==> config.mk <==
export PLATFORM = sky130hd
export DESIGN_NAME = lcb_unit
export DESIGN_NICKNAME = d
export VERILOG_FILES = /design/src/rtl/lcb_pkg.sv /design/src/rtl/lcb_decode.sv /design/src/rtl/lcb_update.sv /design/src/rtl/lcb_target.sv /design/src/rtl/lcb_unit.sv
export SDC_FILE = /design/constraint.sdc
export NUM_CORES = 1
export LEC_CHECK = 0
export BUFFER_PORTS_ARGS = -buffer_cell sky130_fd_sc_hd__buf_2
export CAP_MARGIN = 20
export CELL_PAD_IN_SITES_DETAIL_PLACEMENT = 0
export CELL_PAD_IN_SITES_GLOBAL_PLACEMENT = 1
export CORE_ASPECT_RATIO = 0.6
export CORE_MARGIN = 5
export CORE_UTILIZATION = 41
export DETAILED_ROUTE_END_ITERATION = 10
export PLACE_DENSITY = 0.91
export SYNTH_ARGS = -nofsm -noshare
export SYNTH_HDL_FRONTEND = slang
export SYNTH_SLANG_ARGS = --single-unit
==> constraint.sdc <==
create_clock -name clk -period 10.4 [get_ports clk]
set_input_delay 1.04 -clock clk [delete_from_list [all_inputs] [get_ports clk]]
set_output_delay 1.04 -clock clk [all_outputs]
set_load 0.02 [all_outputs]
==> src/rtl/lcb_pkg.sv <==
// Package: shared encodings for the loop counter branch unit.
// Assumes an eight-bit mode byte with operation in [7:6].
package lcb_pkg;
    typedef enum logic [1:0] {
        OP_DOWN = 2'b00,
        OP_LOOK = 2'b01,
        OP_UP   = 2'b10,
        OP_BAD  = 2'b11
    } lcb_op_e;

    typedef struct packed {
        lcb_op_e    op;
        logic       on_nonzero;
        logic       disp_neg;
        logic [2:0] sel;
    } lcb_ctl_t;
endpackage

==> src/rtl/lcb_decode.sv <==
// Module: splits the mode byte into control fields and derives the
// register width class and writeback intent. Purely combinational.
// Assumes registers below NARROW_REGS are narrow.
module lcb_decode #(
    parameter int SEL_W       = 3,
    parameter int NARROW_REGS = 3
) (
    input  logic [7:0]       mode,
    output lcb_pkg::lcb_ctl_t ctl,
    output logic             narrow,
    output logic             writes,
    output logic             bad
);
    logic unused_rsvd;

    // field extraction; bit 3 carries no meaning
    always_comb begin
        ctl.op         = lcb_pkg::lcb_op_e'(mode[7:6]);
        ctl.on_nonzero = mode[5];
        ctl.disp_neg   = mode[4];
        ctl.sel        = mode[SEL_W-1:0];
        unused_rsvd    = mode[3];
    end

    // classification of width, writeback and legality
    always_comb begin
        narrow = (int'(ctl.sel) < NARROW_REGS);
        bad    = (ctl.op == lcb_pkg::OP_BAD);
        writes = (ctl.op == lcb_pkg::OP_DOWN) || (ctl.op == lcb_pkg::OP_UP);
    end
endmodule

==> src/rtl/lcb_update.sv <==
// Module: computes the counted value and its zero status, honouring
// the narrow or wide width of the selected register.
// Assumes NARROW_W < DATA_W.
module lcb_update #(
    parameter int DATA_W   = 16,
    parameter int NARROW_W = 8
) (
    input  logic [DATA_W-1:0] cur,
    input  lcb_pkg::lcb_op_e  op,
    input  logic              narrow,
    output logic [DATA_W-1:0] nxt,
    output logic              is_zero
);
    localparam int HI_W = DATA_W - NARROW_W;
    localparam logic [DATA_W-1:0] NARROW_MASK = {{HI_W{1'b0}}, {NARROW_W{1'b1}}};

    logic [DATA_W-1:0] step;
    logic [DATA_W-1:0] sum;

    // step selection: minus one, zero or plus one
    always_comb begin
        unique case (op)
            lcb_pkg::OP_DOWN: step = '1;
            lcb_pkg::OP_UP:   step = DATA_W'(1);
            default:          step = '0;
        endcase
    end

    // addition then truncation to the register width
    always_comb begin
        sum     = cur + step;
        nxt     = narrow ? (sum & NARROW_MASK) : sum;
        is_zero = (nxt == '0);
    end
endmodule

==> src/rtl/lcb_target.sv <==
// Module: forms the branch target from the PC and the nine-bit
// signed displacement (sign supplied separately).
// Assumes ADDR_W > OFS_W.
module lcb_target #(
    parameter int ADDR_W = 16,
    parameter int OFS_W  = 8
) (
    input  logic [ADDR_W-1:0] pc,
    input  logic [OFS_W-1:0]  ofs,
    input  logic              neg,
    output logic [ADDR_W-1:0] target
);
    localparam int EXT_W = ADDR_W - OFS_W;

    // sign extension and modular add
    always_comb begin
        target = pc + {{EXT_W{neg}}, ofs};
    end
endmodule

==> src/rtl/lcb_unit.sv <==
// Module: top of the loop counter branch unit. Reads one register,
// counts it, decides the branch and registers all results one cycle
// after issue. Assumes register file read data is valid in the
// issue cycle for the select presented on rf_sel_o.
module lcb_unit #(
    parameter int ADDR_W      = 16,
    parameter int DATA_W      = 16,
    parameter int NARROW_W    = 8,
    parameter int OFS_W       = 8,
    parameter int SEL_W       = 3,
    parameter int NARROW_REGS = 3
) (
    input  logic              clk,
    input  logic              rst_n,
    input  logic              issue_i,
    input  logic [7:0]        mode_i,
    input  logic [OFS_W-1:0]  disp_i,
    input  logic [ADDR_W-1:0] pc_i,
    output logic [SEL_W-1:0]  rf_sel_o,
    input  logic [DATA_W-1:0] rf_data_i,
    output logic              done_o,
    output logic              wb_en_o,
    output logic [SEL_W-1:0]  wb_sel_o,
    output logic [DATA_W-1:0] wb_val_o,
    output logic              taken_o,
    output logic [ADDR_W-1:0] next_pc_o,
    output logic              illegal_o
);
    lcb_pkg::lcb_ctl_t  ctl;
    logic               narrow, writes, bad;
    logic [DATA_W-1:0]  nxt_val;
    logic               nxt_zero;
    logic [ADDR_W-1:0]  target;
    logic               branch;
    logic [ADDR_W-1:0]  pc_sel;

    lcb_decode #(.SEL_W(SEL_W), .NARROW_REGS(NARROW_REGS)) u_dec (
        .mode(mode_i), .ctl(ctl), .narrow(narrow), .writes(writes), .bad(bad)
    );

    lcb_update #(.DATA_W(DATA_W), .NARROW_W(NARROW_W)) u_upd (
        .cur(rf_data_i), .op(ctl.op), .narrow(narrow),
        .nxt(nxt_val), .is_zero(nxt_zero)
    );

    lcb_target #(.ADDR_W(ADDR_W), .OFS_W(OFS_W)) u_tgt (
        .pc(pc_i), .ofs(disp_i), .neg(ctl.disp_neg), .target(target)
    );

    // read select straight from the mode byte
    assign rf_sel_o = ctl.sel;

    // branch decision and PC choice
    always_comb begin
        branch = !bad && (ctl.on_nonzero ? !nxt_zero : nxt_zero);
        pc_sel = branch ? target : pc_i;
    end

    // result register stage with synchronous reset
    always_ff @(posedge clk) begin
        if (!rst_n) begin
            done_o    <= 1'b0;
            wb_en_o   <= 1'b0;
            wb_sel_o  <= '0;
            wb_val_o  <= '0;
            taken_o   <= 1'b0;
            next_pc_o <= '0;
            illegal_o <= 1'b0;
        end else begin
            done_o    <= issue_i;
            wb_en_o   <= issue_i && writes;
            taken_o   <= issue_i && branch;
            illegal_o <= issue_i && bad;
            if (issue_i) begin
                wb_sel_o  <= ctl.sel;
                wb_val_o  <= nxt_val;
                next_pc_o <= pc_sel;
            end
        end
    end
endmodule

==> After elaboration in Yosys (flattened, before gate mapping) <==
Cells that the tools add are included.
Widths: inputs -> output; s select.
{ "op_classes": {"eq_ne": 2, "n_addsub": 2, "n_mux": 4, "magnitude_cmp": 1, "reduce_logical": 9} }
{ "ops": {"columns": ["op", "n"], "rows": [
  ["$add 16x16->16", 2],
  ["$mux 16", 2],
  ["$pmux 16 s2", 1],
  ["$logic_not 16->1", 1],
  ["$eq 2x2->1 const B", 2],
  ["$logic_and 1x1->1", 4],
  ["$lt 3x2->1 const B", 1],
  ["$logic_not 1->1", 2],
  ["$logic_not 2->1", 1],
  ["$logic_or 1x1->1", 1],
  ["$mux 1", 1]
]} }
{ "word_totals": {"out_inout_bits": 42, "word_cells": 25, "inputBits": 51, "reg_bits": 39} }

==> Longest topological paths before layout <==
Gate-level depths: netlist of the first run.
{ "logic_depth": {"depth_word": 9, "mapped_depth": 16, "ltp_nobuf": 12} }

==> By module <==
A second synthesis of the first run with hierarchy kept.
{ "hier_totals": {"cells_unflattened": 427, "hier_area_um2": 3450.8} }
{ "modules_own_cells": {"columns": ["module", "instances", "cells_each", "seq_area_each_um2", "area_each_um2"], "rows": [
  ["lcb_unit", 1, 162, 780.7, 1599.0],
  ["lcb_update", 1, 148, 0.0, 930.9],
  ["lcb_target", 1, 107, 0.0, 853.3],
  ["lcb_decode", 1, 10, 0.0, 67.6]
]} }

==> Least setup slack after synthesis of the first run <==
Ideal clock, no wire load.
{ "synth_timing": {"path_type": "input-to-reg", "from": "in mode_i[6]", "to": "reg next_pc_o[1]", "setup_ns": 0.088, "t_required_ns": 10.312, "stages": 15, "setup_slack_ns": 6.328, "path_buffers": 3, "arrival_time_ns": 3.984, "cell_sequence": "buf_2 -> or2_1 -> buf_6 -> xnor2_1 -> ha_1 -> nor4_1 -> a31oi_1 -> o221a_1 -> o211ai_2 -> nand2_2 -> or4_4 -> o21ai_4 -> buf_6 -> a21oi_2 -> a311oi_2"} }
{ "synth_between": {"elab_chain_cells": 9, "elab_cells_between_ends": 12, "classes_between": "add/sub: 1; eq/ne: 2; mux: 4; reduce/logical: 5"} }
{ "synth_rtl": {"columns": ["element", "line", "text"], "rows": [
  ["from (decl)", "lcb_unit.sv:16", "input logic [7:0] mode_i,"],
  ["$eq 2x2->1 or $logic_not 2->1 (tied branches)", "lcb_update.sv:22", "unique case (op)"],
  ["$pmux 16 s2", "lcb_update.sv:22", null],
  ["$add 16x16->16", "lcb_update.sv:31", "sum = cur + step;"],
  ["$mux 16", "lcb_update.sv:32", "nxt = narrow ? (sum & NARROW_MASK) : sum;"],
  ["$logic_not 16->1", "lcb_update.sv:33", "is_zero = (nxt == '0);"],
  ["$logic_not 1->1", "lcb_unit.sv:55", "branch = !bad && (ctl.on_nonzero ? !nxt_zero : nxt_zero);"],
  ["$mux 1", "lcb_unit.sv:55", null],
  ["$logic_and 1x1->1 (*)", "lcb_unit.sv:55", null],
  ["$mux 16 (*)", "lcb_unit.sv:56", "pc_sel = branch ? target : pc_i;"],
  ["to (signal assigned)", "lcb_unit.sv:77", "next_pc_o <= pc_sel;"],
  ["to (decl)", "lcb_unit.sv:26", "output logic [ADDR_W-1:0] next_pc_o,"]
]} }
Every way passes the cells marked *; elsewhere a longest branch is shown, timed or not.
A chain may end at the register's enable or synchronous reset.

==> Final worst setup path of the first run <==
{ "layout_timing": {"from": "in mode_i[6]", "to": "reg next_pc_o[12]"} }
Same word-level chain as after synthesis.

==> reports/metrics.cfg, run 1 <==
[synth]
ys_ff_latch = 39
synth_area_sq_um = 3230
ys_types = 71
synth_cells = 406
async_reset_ff_share_pct = 0
avgSynthCellArea_sq_um = 7.96
synth_warnings = 0
syn_nets = 476
ys_seq_area_share_pct = 24.1
synth_edf_count = 0
synth_ff_type = dfxtp_1

[final_layout]
layout_commonest_cell = buf_2
final_cell_mix = buf_2 (91), dfxtp_1 (39), nor2_1 (38)
diodes = 0
syn_to_final_growth_pct = 18.3
nNetsFinal = 545
drive_gt1_share_pct = 25.4

[critical_path]
r2r-end = next_pc_o[3]$_SDFFE_PN0P_
arrival_ps = 4580
crit_fanout = 17
r2r_cells = 3
crit_path_start_kind = input pin
reg2reg_slack_ps = 9480
worstPathRequired_ps = 10590
worstSetupEndpointType = flip-flop
crit_type = input pin to flip-flop
rr_startpoint = next_pc_o[3]$_SDFFE_PN0P_

[clocking]
cts_buffers = 5
clock_latency_ps = 290
cts-htree-levels = 2
postCtsSetupBuffers = 0
holdBufCountCts = 0
ctsResizeCount = 0
cts_tree = done
cts_root_buf = clkbuf_16
cts.sinks = 39
clockBufferDepth = 2
clk_pin_slew_ps = 60

[job]
cap_violations = 0

[min_path]
hold_path_depth = 2
min_to = wb_val_o[5]$_SDFFE_PN0P_
hold_class = flip-flop to flip-flop
min_from = wb_val_o[5]$_SDFFE_PN0P_

[placement]
place_ws_ps = 5760
io_buffers = 91
globalplace.congestion = 0.888
dpl.hpwl_microns = 7490

[route]
route.detailed.drc = 0
drt_first_pass_iters = 4
routed.top_layer = met4
routed_wl_microns = 9610
detail-route-antenna-nets = 0
vias = 3341
wire_per_inst_microns = 16.4
route.met3.wl_microns = 639
routed_via_density = 5.72
wl_met2_microns = 3810
drtIter0Drc = 221
wl_met1_microns = 5070

[power]
p_per_area_nw_per_um2 = 127
report.power.total_mw = 0.486
peakVddDrop_uv = 55.4
p_leak_nw = 1.64

[sta]
fmax_ghz = 0.228
skew_ps = 0
grt_setup_unrepaired = false
setup_tns_ps = 0
timing.final.crit_share_pct = 42.2
fin_crit_ps = 4390
tightestPinTransition_ps = 962
setup_viol = 0
hold_violations = 0
setup_slack_ps = 6010
slew_viol_final = 0
maxSlewHeadroom_pct = 35.9

[floorplanning]
dieArea_sq_um = 9820
placementRows = 25
die_h_microns = 78.8
initial_core_util_pct = 41.5
core_area_sq_um = 7790
die_w_microns = 125
top_level_ports = 93

[global_route]
grtUsageTotal_pct = 19.4
grt_antenna_before_repair = 0
grt_pass1_wl_microns = 15800
grt_pass1_vias = 3182
grt_max_degree = 45
grt_overflow = 0

[outcome]
status = finished, final reports clean

==> how the worst max path moves through the flow <==
stage	startpoint	cells past startpoint	endpoint	slack [ps]
2_1_floorplan	mode_i[6]	15	next_pc_o[1]$_SDFFE_PN0P_	6330
3_3_place_gp	mode_i[6]	13	next_pc_o[4]$_SDFFE_PN0P_	5850
3_5_place_dp	mode_i[6]	13	next_pc_o[12]$_SDFFE_PN0P_	5760
4_1_cts	mode_i[6]	13	next_pc_o[12]$_SDFFE_PN0P_	6060
5_1_grt	mode_i[6]	13	next_pc_o[4]$_SDFFE_PN0P_	5730
6_report	mode_i[6]	13	next_pc_o[12]$_SDFFE_PN0P_	6010
==> cell type report <==
class,count,area (sq um)
clock buffer,5,125
fill,781,3960
inverter,15,58.8
tap,108,135
sequential,39,781
timing repair buffer,91,455
multi-input combinational,323,2230
clock inverter,3,43.8
==> synth_stat cells, drive strengths merged, types with 4 or more instances <==
master  number  area (sq um)
dfxtp       39           781
nor2        39           149
a21oi       31           163
o21ai       31           166
nand3       25           130
ha          18           225
xnor2       18           158
buf         17           123
nand2       17          66.3
nor3        16          85.1
inv         15          58.8
clkbuf      12          45.0
mux2i       11           110
a31oi        9          71.3
nand4        8          50.1
nor4         8          95.1
a311oi       6          58.8
and2         5          31.3
and3         5          31.3
o21a         5          37.5
or2          5          31.3
xor2         5          43.8
a211oi       4          35.0
a21o         4          30.0
nor2b        4          25.0
o311ai       4          35.0
o31ai        4          30.0
==> power by group <==
part           switching [mW]  internal (mW)
clock network          0.0638          0.113
registers             0.00529          0.160
logic                  0.0892         0.0549
total                   0.158          0.328
==> routing by layer <==
metal	vias to the layer above	GRT usage, %
met5	-	0
met4	0	4.16
met3	9	5.17
met2	120	27.2
met1	1562	29.3
li1	1650	-
==> worst max-delay path, cell delays in order <==
cell and delay [ps]:
buf_2 170, or2_1 370, xnor2_1 170, ha_1 270, nor4_1 350, a31oi_1 130
o221a_1 290, o211ai_2 190, nand2_2 100, or4_4 540, o21ai_4 470, a211oi_1 180
a311oi_1 300
==> per-stage QoR <==
| stage | area [sq um] | std cells | hold slack, ps | util, % |
|---|---|---|---|---|
| 2_1_floorplan | 3230 | 406 | 555 | - |
| 3_3_place_gp | 3660 | 576 | 469 | 46.9 |
| 3_5_place_dp | 3660 | 576 | 476 | 46.9 |
| 4_1_cts | 3820 | 584 | 491 | 49.1 |
| 5_1_grt | 3820 | 584 | 507 | 49.1 |
| 6_report | 3820 | 584 | 487 | 49.1 |
==> sequential cells by signal, indices dropped and copies added, names as in the netlist <==
name,flops
next_pc_o,16
wb_val_o,16
wb_sel_o,3
done_o,1
illegal_o,1
taken_o,1
wb_en_o,1
==> cells by family (layout without fill, tap and decap cells) <==
kind of cell | after synthesis | count (layout) | synth area share [%]
AO/OA/AOI/OAI | 125 | 125 | 26.9
XOR/XNOR | 23 | 23 | 6.23
multiplexers | 11 | 11 | 3.41
flip-flops | 39 | 39 | 24.1
buffers and inverters | 44 | 114 | 7.00
adder cells (fa/ha/maj) | 19 | 19 | 7.59
AND/OR/NAND/NOR | 145 | 145 | 24.8
No activity file was read; power rests on OpenSTA's default activity.
==> inputs of run 2 (changes only) <==
--- a/config.mk
+++ b/config.mk
@@ -11,9 +11,9 @@
 export CELL_PAD_IN_SITES_GLOBAL_PLACEMENT = 1
 export CORE_ASPECT_RATIO = 0.6
 export CORE_MARGIN = 5
-export CORE_UTILIZATION = 41
+export CORE_UTILIZATION = 34
 export DETAILED_ROUTE_END_ITERATION = 10
-export PLACE_DENSITY = 0.91
+export PLACE_DENSITY = 0.81
 export SYNTH_ARGS = -nofsm -noshare
 export SYNTH_HDL_FRONTEND = slang
 export SYNTH_SLANG_ARGS = --single-unit
==> constraint.sdc (replaced) <==
create_clock -name clk -period 3.6 [get_ports clk]
set_input_delay 0.36 -clock clk [delete_from_list [all_inputs] [get_ports clk]]
set_output_delay 0.36 -clock clk [all_outputs]
set_load 0.02 [all_outputs]
==> run 2 against run 1 <==
First-iteration DRC count is 14% higher. Utilization is 5.8 points lower. Via count is 3.1% higher. Largest power group unchanged. Highest routed layer unchanged.
==> reports/metrics.cfg, run 2 (synthesis gave the netlist of run 1 again) <==
[outcome]
status = finished, final reports clean  ; unchanged

[clocking]
cts_root_buf = clkbuf_16  ; unchanged
clock_latency_ps = 290  ; about the same
ctsResizeCount = 0  ; unchanged
cts-htree-levels = 2  ; unchanged
cts.sinks = 39  ; unchanged
clk_pin_slew_ps = 70  ; was 60 ps
cts_tree = done  ; unchanged
holdBufCountCts = 0  ; unchanged
postCtsSetupBuffers = 0  ; unchanged
cts_buffers = 5  ; unchanged
clockBufferDepth = 2  ; unchanged

[route]
vias = 3444  ; was 3341
drt_first_pass_iters = 5  ; was 4
wire_per_inst_microns = 16.6  ; was 16.4 microns
routed_via_density = 5.53  ; was 5.72
drtIter0Drc = 253  ; was 221
routed_wl_microns = 10300  ; was 9610 microns
route.detailed.drc = 0  ; unchanged
detail-route-antenna-nets = 0  ; unchanged

[sta]
skew_ps = 0  ; unchanged
hold_violations = 0  ; unchanged
setup_tns_ps = 0  ; unchanged
grt_setup_unrepaired = false  ; unchanged
timing.final.crit_share_pct = 90.6
fmax_ghz = 0.307
slew_viol_final = 0  ; unchanged
setup_viol = 0  ; unchanged
maxSlewHeadroom_pct = 49.8  ; was 35.9%
tightestPinTransition_ps = 752  ; was 962 ps
fin_crit_ps = 3260

[min_path]
hold_class = input pin to flip-flop  ; was flip-flop to flip-flop

[placement]
io_buffers = 91  ; unchanged
dpl.hpwl_microns = 8000  ; was 7490 microns
globalplace.congestion = 0.908  ; was 0.888

[power]
combPwrFrac_pct = 30.1  ; was 29.6%
p_int_mw = 0.963  ; was 0.328 mW
p_leak_nw = 1.73  ; was 1.64 nW
report.power.total_mw = 1.45  ; was 0.486 mW
peakVddDrop_uv = 216  ; was 55.4 uV
p_per_area_nw_per_um2 = 362  ; was 127 nW/um^2
p_switching_mw = 0.483  ; was 0.158 mW
clkPwrFrac_pct = 36.9  ; was 36.4%
seqPwrFrac_pct = 33.0  ; was 34.0%
netSwitchingFraction_pct = 33.4  ; was 32.5%

[final_layout]
drive_gt1_share_pct = 28.0  ; was 25.4%
layout_commonest_cell = buf_2  ; unchanged
multi_input_area_sq_um = 2230  ; unchanged
largestRegisters = next_pc_o x16, wb_val_o x16, wb_sel_o x3  ; unchanged
final_cell_mix = buf_2 (91), dfxtp_1 (39), nor2_1 (38)  ; unchanged
nNetsFinal = 562  ; was 545
diodes = 0  ; unchanged
n_fill_cell = 940  ; was 781
layout.area.seq_sq_um = 781  ; unchanged
syn_to_final_growth_pct = 23.6  ; was 18.3%

[global_route]
grtUsageTotal_pct = 17.6  ; was 19.4%
grt_antenna_before_repair = 0  ; unchanged
grt_pass1_vias = 3182  ; unchanged
grt_overflow = 0  ; unchanged
grt_max_degree = 27  ; was 45
grt_pass1_wl_microns = 16500  ; was 15800 microns

[critical_path]
worstSetupEndpointType = flip-flop  ; unchanged
path_cells = buf_2 -> or2_1 -> xnor2_1 -> ha_1 -> buf_4 -> nor3_1 -> a32oi_1 -> xnor2_1 -> nor2_1 -> nand4b_1 -> or4_4 -> o21ai_4 -> buf_12 -> nand3_1 -> a311oi_1  ; was buf_2 -> or2_1 -> xnor2_1 -> ha_1 -> nor4_1 -> a31oi_1 -> o221a_1 -> o211ai_2 -> nand2_2 -> or4_4 -> o21ai_4 -> a211oi_1 -> a311oi_1
crit_top_cell = xnor2_1
r2r_cells = 3  ; unchanged
reg2reg_slack_ps = 2720  ; was 9480 ps
arrival_ps = 3440  ; was 4580 ps
worstPathRequired_ps = 3780  ; was 10590 ps
crit_path_start_kind = input pin  ; unchanged
critical_path.startpoint = mode_i[6]  ; unchanged
max_stage_delay_ps = 560  ; was 540 ps
r2r-end = next_pc_o[3]$_SDFFE_PN0P_  ; unchanged
rr_startpoint = next_pc_o[3]$_SDFFE_PN0P_  ; unchanged
cp_slowest_cell = or4_4  ; unchanged
worstSetupEndpoint = next_pc_o[5]$_SDFFE_PN0P_  ; was next_pc_o[12]$_SDFFE_PN0P_
crit_fanout = 17  ; unchanged
crit_type = input pin to flip-flop  ; unchanged

[floorplanning]
die_h_microns = 85.5  ; was 78.8 microns
initial_core_util_pct = 35.1  ; was 41.5%
die_w_microns = 136  ; was 125 microns
dieArea_sq_um = 11600  ; was 9820 sq um
top_level_ports = 93  ; unchanged
placementRows = 27  ; was 25
core_area_sq_um = 9220  ; was 7790 sq um

[job]
cap_violations = 0  ; unchanged

## run 2: changes by cell type in the layout (fill, tap and decap cells not counted), sizes merged
| cell | before | now |
|---|---|---|
| clkinv | 2 | 0 |
| clkinvlp | 0 | 1 |
| inv | 15 | 16 |
| buf | 91 | 108 |
## run 2: cell type report
cell class	count	area share [%]
repair buffers	108	14.9
clock buffers	5	3.13
multi-input cells	323	55.7
inverters	15	1.47
well taps	130	4.07
clock inverters	3	1.16
flip-flops and latches	39	19.5
## run 2: worst min path at each step
stage / startpoint / to / slack (ps) / depth (start not counted)
5_1_grt: pc_i[11] / next_pc_o[11]$_SDFFE_PN0P_ / 360 / 3
2_1_floorplan: mode_i[7] / illegal_o$_SDFF_PN0_ / 500 / 2
3_3_place_gp: wb_val_o[3]$_SDFFE_PN0P_ / wb_val_o[3]$_SDFFE_PN0P_ / 470 / 2
3_5_place_dp: wb_val_o[5]$_SDFFE_PN0P_ / wb_val_o[5]$_SDFFE_PN0P_ / 480 / 2
4_1_cts: pc_i[11] / next_pc_o[11]$_SDFFE_PN0P_ / 340 / 3
6_report: pc_i[11] / next_pc_o[11]$_SDFFE_PN0P_ / 340 / 3
## run 2: routing by layer
layer	wire, microns	share of wire (%)	vias to the layer above	global-route usage [%]
met5	0	0	-	0
met4	85	0.82	0	3.66
met3	731	7.1	6	4.04
met2	4080	39	142	24.5
met1	5450	53	1607	27.2
li1	-	-	1689	-
## run 2: metrics by stage
stage	instance area [sq um]	setup WS (ps)	util (%)	std cells	hold WS, ps
2_1_floorplan	3230	208	-	406	502
3_3_place_gp	3820	192	41.5	615	469
3_5_place_dp	3820	92.3	41.5	615	476
4_1_cts	4000	372	43.3	623	336
5_1_grt	4000	143	43.3	623	361
6_report	4000	340	43.3	623	341
## run 2: critical path: cells and delay by family
family / cells / cell delay [ps]
compound gates: 3 / 630
simple gates: 6 / 1480
xor+xnor: 2 / 330
buf+inv: 3 / 420
fa+ha+maj: 1 / 220
## run 2: power groups by stage
| stage | registers, mW | logic (mW) | clock network (mW) |
|---|---|---|---|
| 6_report | 0.478 | 0.435 | 0.533 |
| 5_1_grt | 0.481 | 0.478 | 0.567 |
| 4_1_cts | 0.478 | 0.432 | 0.544 |
| 3_5_place_dp | 0.487 | 0.429 | 0 |
| 3_3_place_gp | 0.487 | 0.420 | 0 |
| 2_1_floorplan | 0.524 | 0.259 | 0 |
